--- src/rtl/exec_ctrl_pkg.sv ---
package exec_ctrl_pkg;

  localparam int INSTR_COUNT = 8;
  localparam int B1_COUNT    = 5;
  localparam int B2_COUNT    = 4;
  localparam int ALU_COUNT   = 4;
  localparam int DST_COUNT   = 7;
  localparam int SCHED_STEPS = 4;

  // instruction line positions
  localparam int I_GET = 0;
  localparam int I_PUT = 1;
  localparam int I_RET = 2;
  localparam int I_RTI = 3;
  localparam int I_LDR = 4;
  localparam int I_STR = 5;
  localparam int I_JSR = 6;
  localparam int I_BR  = 7;

  // bus B1 sources
  localparam int B1_IR  = 0;
  localparam int B1_R   = 1;
  localparam int B1_SP  = 2;
  localparam int B1_PC  = 3;
  localparam int B1_MAR = 4;

  // bus B2 sources
  localparam int B2_R   = 0;
  localparam int B2_ONE = 1;
  localparam int B2_IOD = 2;
  localparam int B2_MBR = 3;

  // ALU functions
  localparam int FN_PASS1 = 0;
  localparam int FN_PASS2 = 1;
  localparam int FN_ADD   = 2;
  localparam int FN_SUB   = 3;

  // B3 destinations
  localparam int D_IOA = 0;
  localparam int D_IOD = 1;
  localparam int D_SP  = 2;
  localparam int D_MAR = 3;
  localparam int D_MBR = 4;
  localparam int D_PC  = 5;
  localparam int D_R   = 6;

  typedef struct packed {
    logic [B1_COUNT-1:0]  b1;
    logic [B2_COUNT-1:0]  b2;
    logic [ALU_COUNT-1:0] alu;
    logic [DST_COUNT-1:0] dst;
    logic                 rd;
    logic                 wr;
  } strobes_t;

  // Builds a one-bus transfer: source on B1 or B2, matching pass function, load.
  function automatic strobes_t moveVia1(int src, int dst);
    strobes_t s;
    s = '0;
    s.b1[src]       = 1'b1;
    s.alu[FN_PASS1] = 1'b1;
    s.dst[dst]      = 1'b1;
    return s;
  endfunction

  function automatic strobes_t moveVia2(int src, int dst);
    strobes_t s;
    s = '0;
    s.b2[src]       = 1'b1;
    s.alu[FN_PASS2] = 1'b1;
    s.dst[dst]      = 1'b1;
    return s;
  endfunction

  // SP adjusted by the constant one, add or subtract, written back to SP.
  function automatic strobes_t stackStep(int fn);
    strobes_t s;
    s = '0;
    s.b1[B1_SP]  = 1'b1;
    s.b2[B2_ONE] = 1'b1;
    s.alu[fn]    = 1'b1;
    s.dst[D_SP]  = 1'b1;
    return s;
  endfunction

  // Fixed per-instruction schedule over minor cycles 0..3.
  function automatic strobes_t scheduleFor(int instr, int step);
    strobes_t s;
    s = '0;
    case (instr)
      I_GET: begin
        if (step == 0) s = moveVia1(B1_IR, D_IOA);
        if (step == 2) s = moveVia2(B2_IOD, D_R);
      end
      I_PUT: begin
        if (step == 0) s = moveVia2(B2_R, D_IOD);
        if (step == 2) s = moveVia1(B1_IR, D_IOA);
      end
      I_RET: begin
        if (step == 0) s = stackStep(FN_ADD);
        if (step == 1) begin
          s    = moveVia1(B1_SP, D_MAR);
          s.rd = 1'b1;
        end
        if (step == 3) s = moveVia2(B2_MBR, D_PC);
      end
      I_LDR: begin
        if (step == 0) s.rd = 1'b1;
        if (step == 2) s = moveVia2(B2_MBR, D_R);
      end
      I_STR: begin
        if (step == 1) begin
          s    = moveVia1(B1_R, D_MBR);
          s.wr = 1'b1;
        end
      end
      I_JSR: begin
        if (step == 0) s = moveVia1(B1_PC, D_MBR);
        if (step == 1) s = moveVia1(B1_MAR, D_PC);
        if (step == 2) begin
          s    = moveVia1(B1_SP, D_MAR);
          s.wr = 1'b1;
        end
        if (step == 3) s = stackStep(FN_SUB);
      end
      I_BR: begin
        if (step == 3) s = moveVia1(B1_MAR, D_PC);
      end
      default: s = '0;  // RTI and unused lines stay silent
    endcase
    return s;
  endfunction

endpackage

--- src/rtl/exec_cycle_timer.sv ---
module exec_cycle_timer #(
  parameter int MINOR_COUNT = 4
) (
  input  logic                           clk,
  input  logic                           rst_n,
  input  logic                           execFlag,
  output logic [$clog2(MINOR_COUNT)-1:0] minor,
  output logic [MINOR_COUNT-1:0]         stepFlags,
  output logic                           lastStep
);

  localparam int MW = $clog2(MINOR_COUNT);
  localparam logic [MW-1:0] LAST = MW'(MINOR_COUNT - 1);

  always_ff @(posedge clk or negedge rst_n) begin
    if (!rst_n) begin
      minor <= '0;
    end else if (!execFlag) begin
      minor <= '0;
    end else if (minor == LAST) begin
      minor <= '0;
    end else begin
      minor <= minor + 1'b1;
    end
  end

  for (genvar k = 0; k < MINOR_COUNT; k++) begin : g_flag
    assign stepFlags[k] = execFlag && (minor == MW'(k));
  end

  assign lastStep = stepFlags[MINOR_COUNT-1];

endmodule

--- src/rtl/exec_signal_decoder.sv ---
module exec_signal_decoder
  import exec_ctrl_pkg::*;
#(
  parameter int MINOR_COUNT = 4
) (
  input  logic [INSTR_COUNT-1:0] instrLines,
  input  logic [MINOR_COUNT-1:0] stepFlags,
  output strobes_t               strobes
);

  localparam int USED_STEPS = (MINOR_COUNT < SCHED_STEPS) ? MINOR_COUNT : SCHED_STEPS;

  // AND of instruction line and minor-cycle flag selects a schedule term; terms OR together.
  always_comb begin
    strobes_t acc;
    acc = '0;
    for (int i = 0; i < INSTR_COUNT; i++) begin
      for (int k = 0; k < USED_STEPS; k++) begin
        if (instrLines[i] && stepFlags[k]) begin
          acc = strobes_t'(acc | scheduleFor(i, k));
        end
      end
    end
    strobes = acc;
  end

endmodule

--- src/rtl/exec_ctrl_unit.sv ---
module exec_ctrl_unit
  import exec_ctrl_pkg::*;
#(
  parameter int MINOR_COUNT = 4
) (
  input  logic                           clk,
  input  logic                           rst_n,
  input  logic                           execFlag,
  input  logic [INSTR_COUNT-1:0]         instrLines,
  output logic [$clog2(MINOR_COUNT)-1:0] minorStep,
  output logic                           execDone,
  output logic [B1_COUNT-1:0]            b1Sel,
  output logic [B2_COUNT-1:0]            b2Sel,
  output logic [ALU_COUNT-1:0]           aluFn,
  output logic [DST_COUNT-1:0]           dstLoad,
  output logic                           memRead,
  output logic                           memWrite
);

  logic [MINOR_COUNT-1:0] stepFlags;
  strobes_t               strobes;

  exec_cycle_timer #(.MINOR_COUNT(MINOR_COUNT)) u_timer (
    .clk       (clk),
    .rst_n     (rst_n),
    .execFlag  (execFlag),
    .minor     (minorStep),
    .stepFlags (stepFlags),
    .lastStep  (execDone)
  );

  exec_signal_decoder #(.MINOR_COUNT(MINOR_COUNT)) u_decode (
    .instrLines (instrLines),
    .stepFlags  (stepFlags),
    .strobes    (strobes)
  );

  assign b1Sel    = strobes.b1;
  assign b2Sel    = strobes.b2;
  assign aluFn    = strobes.alu;
  assign dstLoad  = strobes.dst;
  assign memRead  = strobes.rd;
  assign memWrite = strobes.wr;

endmodule

--- config.mk ---
export PLATFORM = sky130hd
export DESIGN_NAME = exec_ctrl_unit
export DESIGN_NICKNAME = d
export VERILOG_FILES = /design/src/rtl/exec_ctrl_pkg.sv /design/src/rtl/exec_cycle_timer.sv /design/src/rtl/exec_signal_decoder.sv /design/src/rtl/exec_ctrl_unit.sv
export SDC_FILE = /design/constraint.sdc
export NUM_CORES = 1
export LEC_CHECK = 0
export ABC_CLOCK_PERIOD_IN_PS = 2200
export BUFFER_PORTS_ARGS = -buffer_cell sky130_fd_sc_hd__buf_2
export CAP_MARGIN = 5
export CELL_PAD_IN_SITES_DETAIL_PLACEMENT = 0
export CELL_PAD_IN_SITES_GLOBAL_PLACEMENT = 2
export CORE_AREA = 4 4 57 49
export DETAILED_ROUTE_END_ITERATION = 10
export DIE_AREA = 0 0 61 53
export PLACE_DENSITY = 0.89
export SETUP_SLACK_MARGIN = 0.05
export SKIP_CTS_REPAIR_TIMING = 1
export SLEW_MARGIN = 20
export SYNTH_ARGS = -nofsm -noshare
export SYNTH_HDL_FRONTEND = slang
export SYNTH_SLANG_ARGS = --single-unit
--- constraint.sdc ---
create_clock -name clk -period 2.2 [get_ports clk]
set_input_delay 0.11 -clock clk [delete_from_list [all_inputs] [get_ports clk]]
set_output_delay 0.11 -clock clk [all_outputs]
set_load 0.01 [all_outputs]
Word-level counts from Yosys, hierarchy flattened
Cells that the tools add are included.
{ "op_classes": {"n_addsub": 1, "eq_ne": 3, "mux": 66, "bitwise_logic": 31, "n_reduce_logical": 37} }
{ "ops": {"columns": ["operator", "count"], "rows": [
  ["$mux W22", 61],
  ["$or A22 B22 Y22", 31],
  ["$logic_and A1 B1 Y1", 36],
  ["$mux W21", 1],
  ["$mux W18", 1],
  ["$eq A2 B2 Y1 const B", 2],
  ["$mux W2", 2],
  ["$add A2 B1 Y2 const B", 1],
  ["$eq A2 B1 Y1 const B", 1],
  ["$logic_not A2 Y1", 1],
  ["$mux W1", 1]
]} }
{ "totals": {"register_bits": 2, "in_bits": 11, "output_inout_bits": 25, "wordCells": 139} }

Longest topological paths before layout
{ "depth": {"ltp_word": 66, "mapped_depth": 5, "mapped_depth_nobuf": 4} }

Modules after synthesis
Synthesis repeated with hierarchy kept, for this count alone.
{ "hier_totals": {"cells_unflattened": 41, "hier_area_um2": 346.6} }
{ "modules_own_cells": {"columns": ["mod", "instances", "cells_each", "area_per_inst_um2", "seq_area_each_um2"], "rows": [
  ["exec_signal_decoder", 1, 26, 181.4, 0.0],
  ["exec_cycle_timer", 1, 15, 165.2, 50.0]
]} }

Worst setup path after synthesis
OpenSTA, ideal clock, no wires.
{ "synth_timing": {"kind": "register -> output", "startpoint": "reg u_timer.minor[0]", "endpoint": "out aluFn[1]", "arrival_time_ps": 1237, "required_ps": 2090, "setup_slack_ps": 853, "path_stages_with_launch": 5, "n_path_buf": 0, "path_cell_list": "dfrtp_1 -> inv_1 -> ha_1 -> and3_4 -> a211o_1"} }
{ "synth_via": {"elab_chain_cells": 64, "word_cells_on_any_way": 100, "cone_classes": "3 x eq/ne; 31 x mux; 30 x bitwise; 36 x reduce/logical"} }
{ "synth_lines": {"columns": ["element", "line", "source"], "rows": [
  ["from (decl)", "exec_cycle_timer.sv:7", "output logic [$clog2(MINOR_COUNT)-1:0] minor,"],
  ["from (signal assigned)", "exec_cycle_timer.sv:23", "minor <= minor + 1'b1;"],
  ["$eq A2 B1 Y1", "exec_cycle_timer.sv:28", "assign stepFlags[k] = execFlag && (minor == MW'(k));"],
  ["$logic_and A1 B1 Y1", "exec_cycle_timer.sv:28", null],
  ["$logic_and A1 B1 Y1", "exec_signal_decoder.sv:19", "if (instrLines[i] && stepFlags[k]) begin"],
  ["$mux W22", "exec_signal_decoder.sv:19", null],
  ["$or A22 B22 Y22", "exec_signal_decoder.sv:20", "acc = strobes_t'(acc | scheduleFor(i, k));"],
  ["$mux W22", "exec_signal_decoder.sv:19", null],
  ["$or A22 B22 Y22", "exec_signal_decoder.sv:20", null],
  ["$mux W22", "exec_signal_decoder.sv:19", null],
  ["[48 not listed]", null, null],
  ["$or A22 B22 Y22", "exec_signal_decoder.sv:20", null],
  ["$mux W22", "exec_signal_decoder.sv:19", null],
  ["$or A22 B22 Y22", "exec_signal_decoder.sv:20", null],
  ["$mux W22", "exec_signal_decoder.sv:19", null],
  ["$or A22 B22 Y22", "exec_signal_decoder.sv:20", null],
  ["$mux W22", "exec_signal_decoder.sv:19", null],
  ["$or A22 B22 Y22", "exec_signal_decoder.sv:20", null],
  ["$mux W22 *", "exec_signal_decoder.sv:19", null],
  ["to (decl)", "exec_ctrl_unit.sv:14", "output logic [ALU_COUNT-1:0] aluFn,"]
]} }
Mark *: on every way between the ends. The rest lies on a longest branch, timed or not.

Worst setup path after layout
{ "layout_timing": {"startpoint": "reg u_timer.minor[0]", "endpoint": "out aluFn[0]"} }
{ "layout_via": {"elab_chain_cells": 66, "word_cells_on_any_way": 103, "cone_classes": "3 x eq/ne; 32 x mux; 31 x bitwise; 37 x reduce/logical"} }
{ "layout_lines": {"columns": ["element", "line"], "rows": [
  ["$logic_not A2 Y1", "exec_cycle_timer.sv:28"],
  ["$logic_and A1 B1 Y1", "exec_cycle_timer.sv:28"],
  ["$logic_and A1 B1 Y1", "exec_signal_decoder.sv:19"],
  ["$mux W18", "exec_signal_decoder.sv:19"],
  ["$or A22 B22 Y22", "exec_signal_decoder.sv:20"],
  ["$mux W22", "exec_signal_decoder.sv:19"],
  ["$or A22 B22 Y22", "exec_signal_decoder.sv:20"],
  ["$mux W22", "exec_signal_decoder.sv:19"],
  ["[50 not listed]", null],
  ["$or A22 B22 Y22", "exec_signal_decoder.sv:20"],
  ["$mux W22", "exec_signal_decoder.sv:19"],
  ["$or A22 B22 Y22", "exec_signal_decoder.sv:20"],
  ["$mux W22", "exec_signal_decoder.sv:19"],
  ["$or A22 B22 Y22", "exec_signal_decoder.sv:20"],
  ["$mux W22", "exec_signal_decoder.sv:19"],
  ["$or A22 B22 Y22", "exec_signal_decoder.sv:20"],
  ["$mux W22 *", "exec_signal_decoder.sv:19"]
]} }
Marks and branches as above.

==> results.sh <==
export IMPL_outcome="finished clean"
export IMPL_rsz0062_at_grt="no"
export IMPL_ys_flop_type="dfrtp_1"
export IMPL_synth_area_top_cells="a22oi_1 16%, dfrtp_1 15%, ha_1 15%"
export IMPL_synth_cell_area_sq_um=338
export IMPL_worstMarginPinSlew_ps=318
export IMPL_layout_drive_gt1_share=0.513
export IMPL_arrival_ps=1630
export IMPL_first_pass_iters=3
export IMPL_grt_total_usage=0.0843
export IMPL_synth_seq_cells=2
export IMPL_yosys_area_top_type="a22oi_1"
export IMPL_slew_viol_final=0
export IMPL_regMostFlops="u_timer.minor"
export IMPL_setup_tns_ps=0
export IMPL_place_congestion=0.693
export IMPL_nets=93
export IMPL_dp_hpwl_um=1040
export IMPL_max_slew_margin=0.788
export IMPL_synth_top_cell_area_share=0.156
export IMPL_largest_register_ffs=2
export IMPL_portBuffers=34
export IMPL_cts_tree="done"
export IMPL_pwr_density_cell_nw_per_um2=452
export IMPL_yosysMostFrequentCell="nor2_1"
export IMPL_ir_drop_mv=0.178
export IMPL_p_leak_nw=0.348
export IMPL_grt_pass1_vias=415
export IMPL_grt_antenna_before_repair=0
export IMPL_drtIter0Drc=6
export IMPL_avgSynthCellArea_sq_um=7.86
export IMPL_yosysWarnings=0
export IMPL_final_setup_skew_ps=2.45
export IMPL_vias=444
export IMPL_syn_num_nets=58
export IMPL_cp_max_fo=6
export IMPL_synth_edf_count=0
export IMPL_cp_cell_sequence="inv_1, ha_1, a22oi_1, a41oi_1, buf_2"
export IMPL_die_height_um=53
export IMPL_die_area_sq_um=3230
export IMPL_core_area_sq_um=2280
export IMPL_cp_end_kind="primary output"
export IMPL_synthCells=43
export IMPL_min_period_ps=1740
export IMPL_synth_distinct_cells=17
export IMPL_areaGrowthSynthToFinish_pct=58.5
export IMPL_top_regs="u_timer.minor (2)"
export IMPL_n_antenna_cell=0
export IMPL_max_freq_ghz=0.574
export IMPL_path_class="reg -> out"
export IMPL_wl_per_cell_um=12.5
export IMPL_holdWs_ps=208
export IMPL_tritoncts_num_buffers=3
export IMPL_clock_latency_ps=230
export IMPL_via_per_inst=4.31
export IMPL_grt_pass1_wl_um=1950
export IMPL_synth_seq_area_share=0.148
export IMPL_htreeDepth=1
export IMPL_core_rowCount=16
export IMPL_finalHoldViolations=0
export IMPL_wirelength_um=1290
export IMPL_overflow=0
export IMPL_fin_util=0.235
export IMPL_grt_max_degree=12
export IMPL_ant_nets=0
export IMPL_initial_core_util=0.148
export IMPL_slowest_delay_ps=410
export IMPL_clk_pin_slew_ps=30
export IMPL_critPathLaunchType="register"
export IMPL_die_w_um=61
export IMPL_cts_buffer_depth=2
export IMPL_hp_class="in -> async"
export IMPL_drcViolationCount=0
export IMPL_clockRootBuffer="clkbuf_4"
export IMPL_async_reset_ff_frac=1.00
export IMPL_period_share=0.792
export IMPL_synth_commonest_cells="8 x nor2_1, 7 x a22oi_1, 5 x and3_1"
export IMPL_maxCapViolCount=0
export IMPL_slowest_stage="dfrtp_1"
export IMPL_setup_violations=0
export IMPL_required_ps=2090
export IMPL_clock_sinks=2
export IMPL_io_pins=36
path summary, 6_finish.rpt:
| path | cells after the start | startpoint | slack, ps | to |
|---|---|---|---|---|
| min reg2reg | 1 | u_timer.minor[0] | 520 | u_timer.minor[0] |
| min in group clk | 2 | execFlag | 250 | u_timer.minor[1] |
| min | 2 | rst_n | 210 | u_timer.minor[0] |
| max | 5 | u_timer.minor[0] | 460 | aluFn[0] |
| max in group asynchronous | 2 | rst_n | 1890 | u_timer.minor[1] |
| max reg2reg | 3 | u_timer.minor[0] | 1170 | u_timer.minor[1] |
critical path: cells and delay by family (launching register included):
kind / cells / cell delay, ps
compound gates: 2 / 470
fa+ha+maj: 1 / 270
buf+inv: 2 / 250
flops: 1 / 410
report_power, final:
part / switching (mW) / internal [mW] / total, mW / leakage [nW]
clock network: 0.0233 / 0.0604 / 0.0837 / 0.0138
logic: 0.0649 / 0.0489 / 0.114 / 0.309
registers: 0.00407 / 0.0403 / 0.0444 / 0.0256
total: 0.0923 / 0.150 / 0.242 / 0.348
cell families after synthesis:
| logic type | synth area share |
|---|---|
| simple gates | 0.252 |
| buf+inv | 0.148 |
| fa+ha+maj | 0.148 |
| flops | 0.148 |
| compound gates | 0.304 |
cell type report:
class / count / area [sq um]
Inverter: 3 / 11.3
Tap cell: 27 / 33.8
Sequential cell: 2 / 50.0
Multi-Input combinational cell: 33 / 238
Clock buffer: 3 / 22.5
Fill cell: 270 / 1750
Timing Repair Buffer: 35 / 180
layer usage:
layer	track usage	wire, um
met5	0	0
met4	0.0542	15
met3	0.0195	144
met2	0.132	581
met1	0.102	547
cells in the final DEF (no fill, tap or decap), drive strengths merged:
| master | n |
|---|---|
| buf | 34 |
| nor2 | 8 |
| a22oi | 7 |
| and3 | 6 |
| ha | 4 |
| inv | 3 |
| clkbuf | 3 |
| and2 | 2 |
| dfrtp | 2 |
| a31o | 1 |
| o211a | 1 |
| a211o | 1 |
| o2bb2ai | 1 |
| a41oi | 1 |
| a21oi | 1 |
| dlygate4sd3 | 1 |
per-stage QoR:
stage / setup WS, ps / area (sq um) / power [mW] / cells
4_1_cts: 433 / 526 / 0.248 / 102
5_1_grt: 274 / 536 / 0.272 / 103
2_1_floorplan: 853 / 338 / 0.114 / 43
6_report: 458 / 536 / 0.242 / 103
3_3_place_gp: 716 / 503 / 0.158 / 99
3_5_place_dp: 690 / 503 / 0.159 / 99
Note: power is estimated with default switching activity, not from simulation.
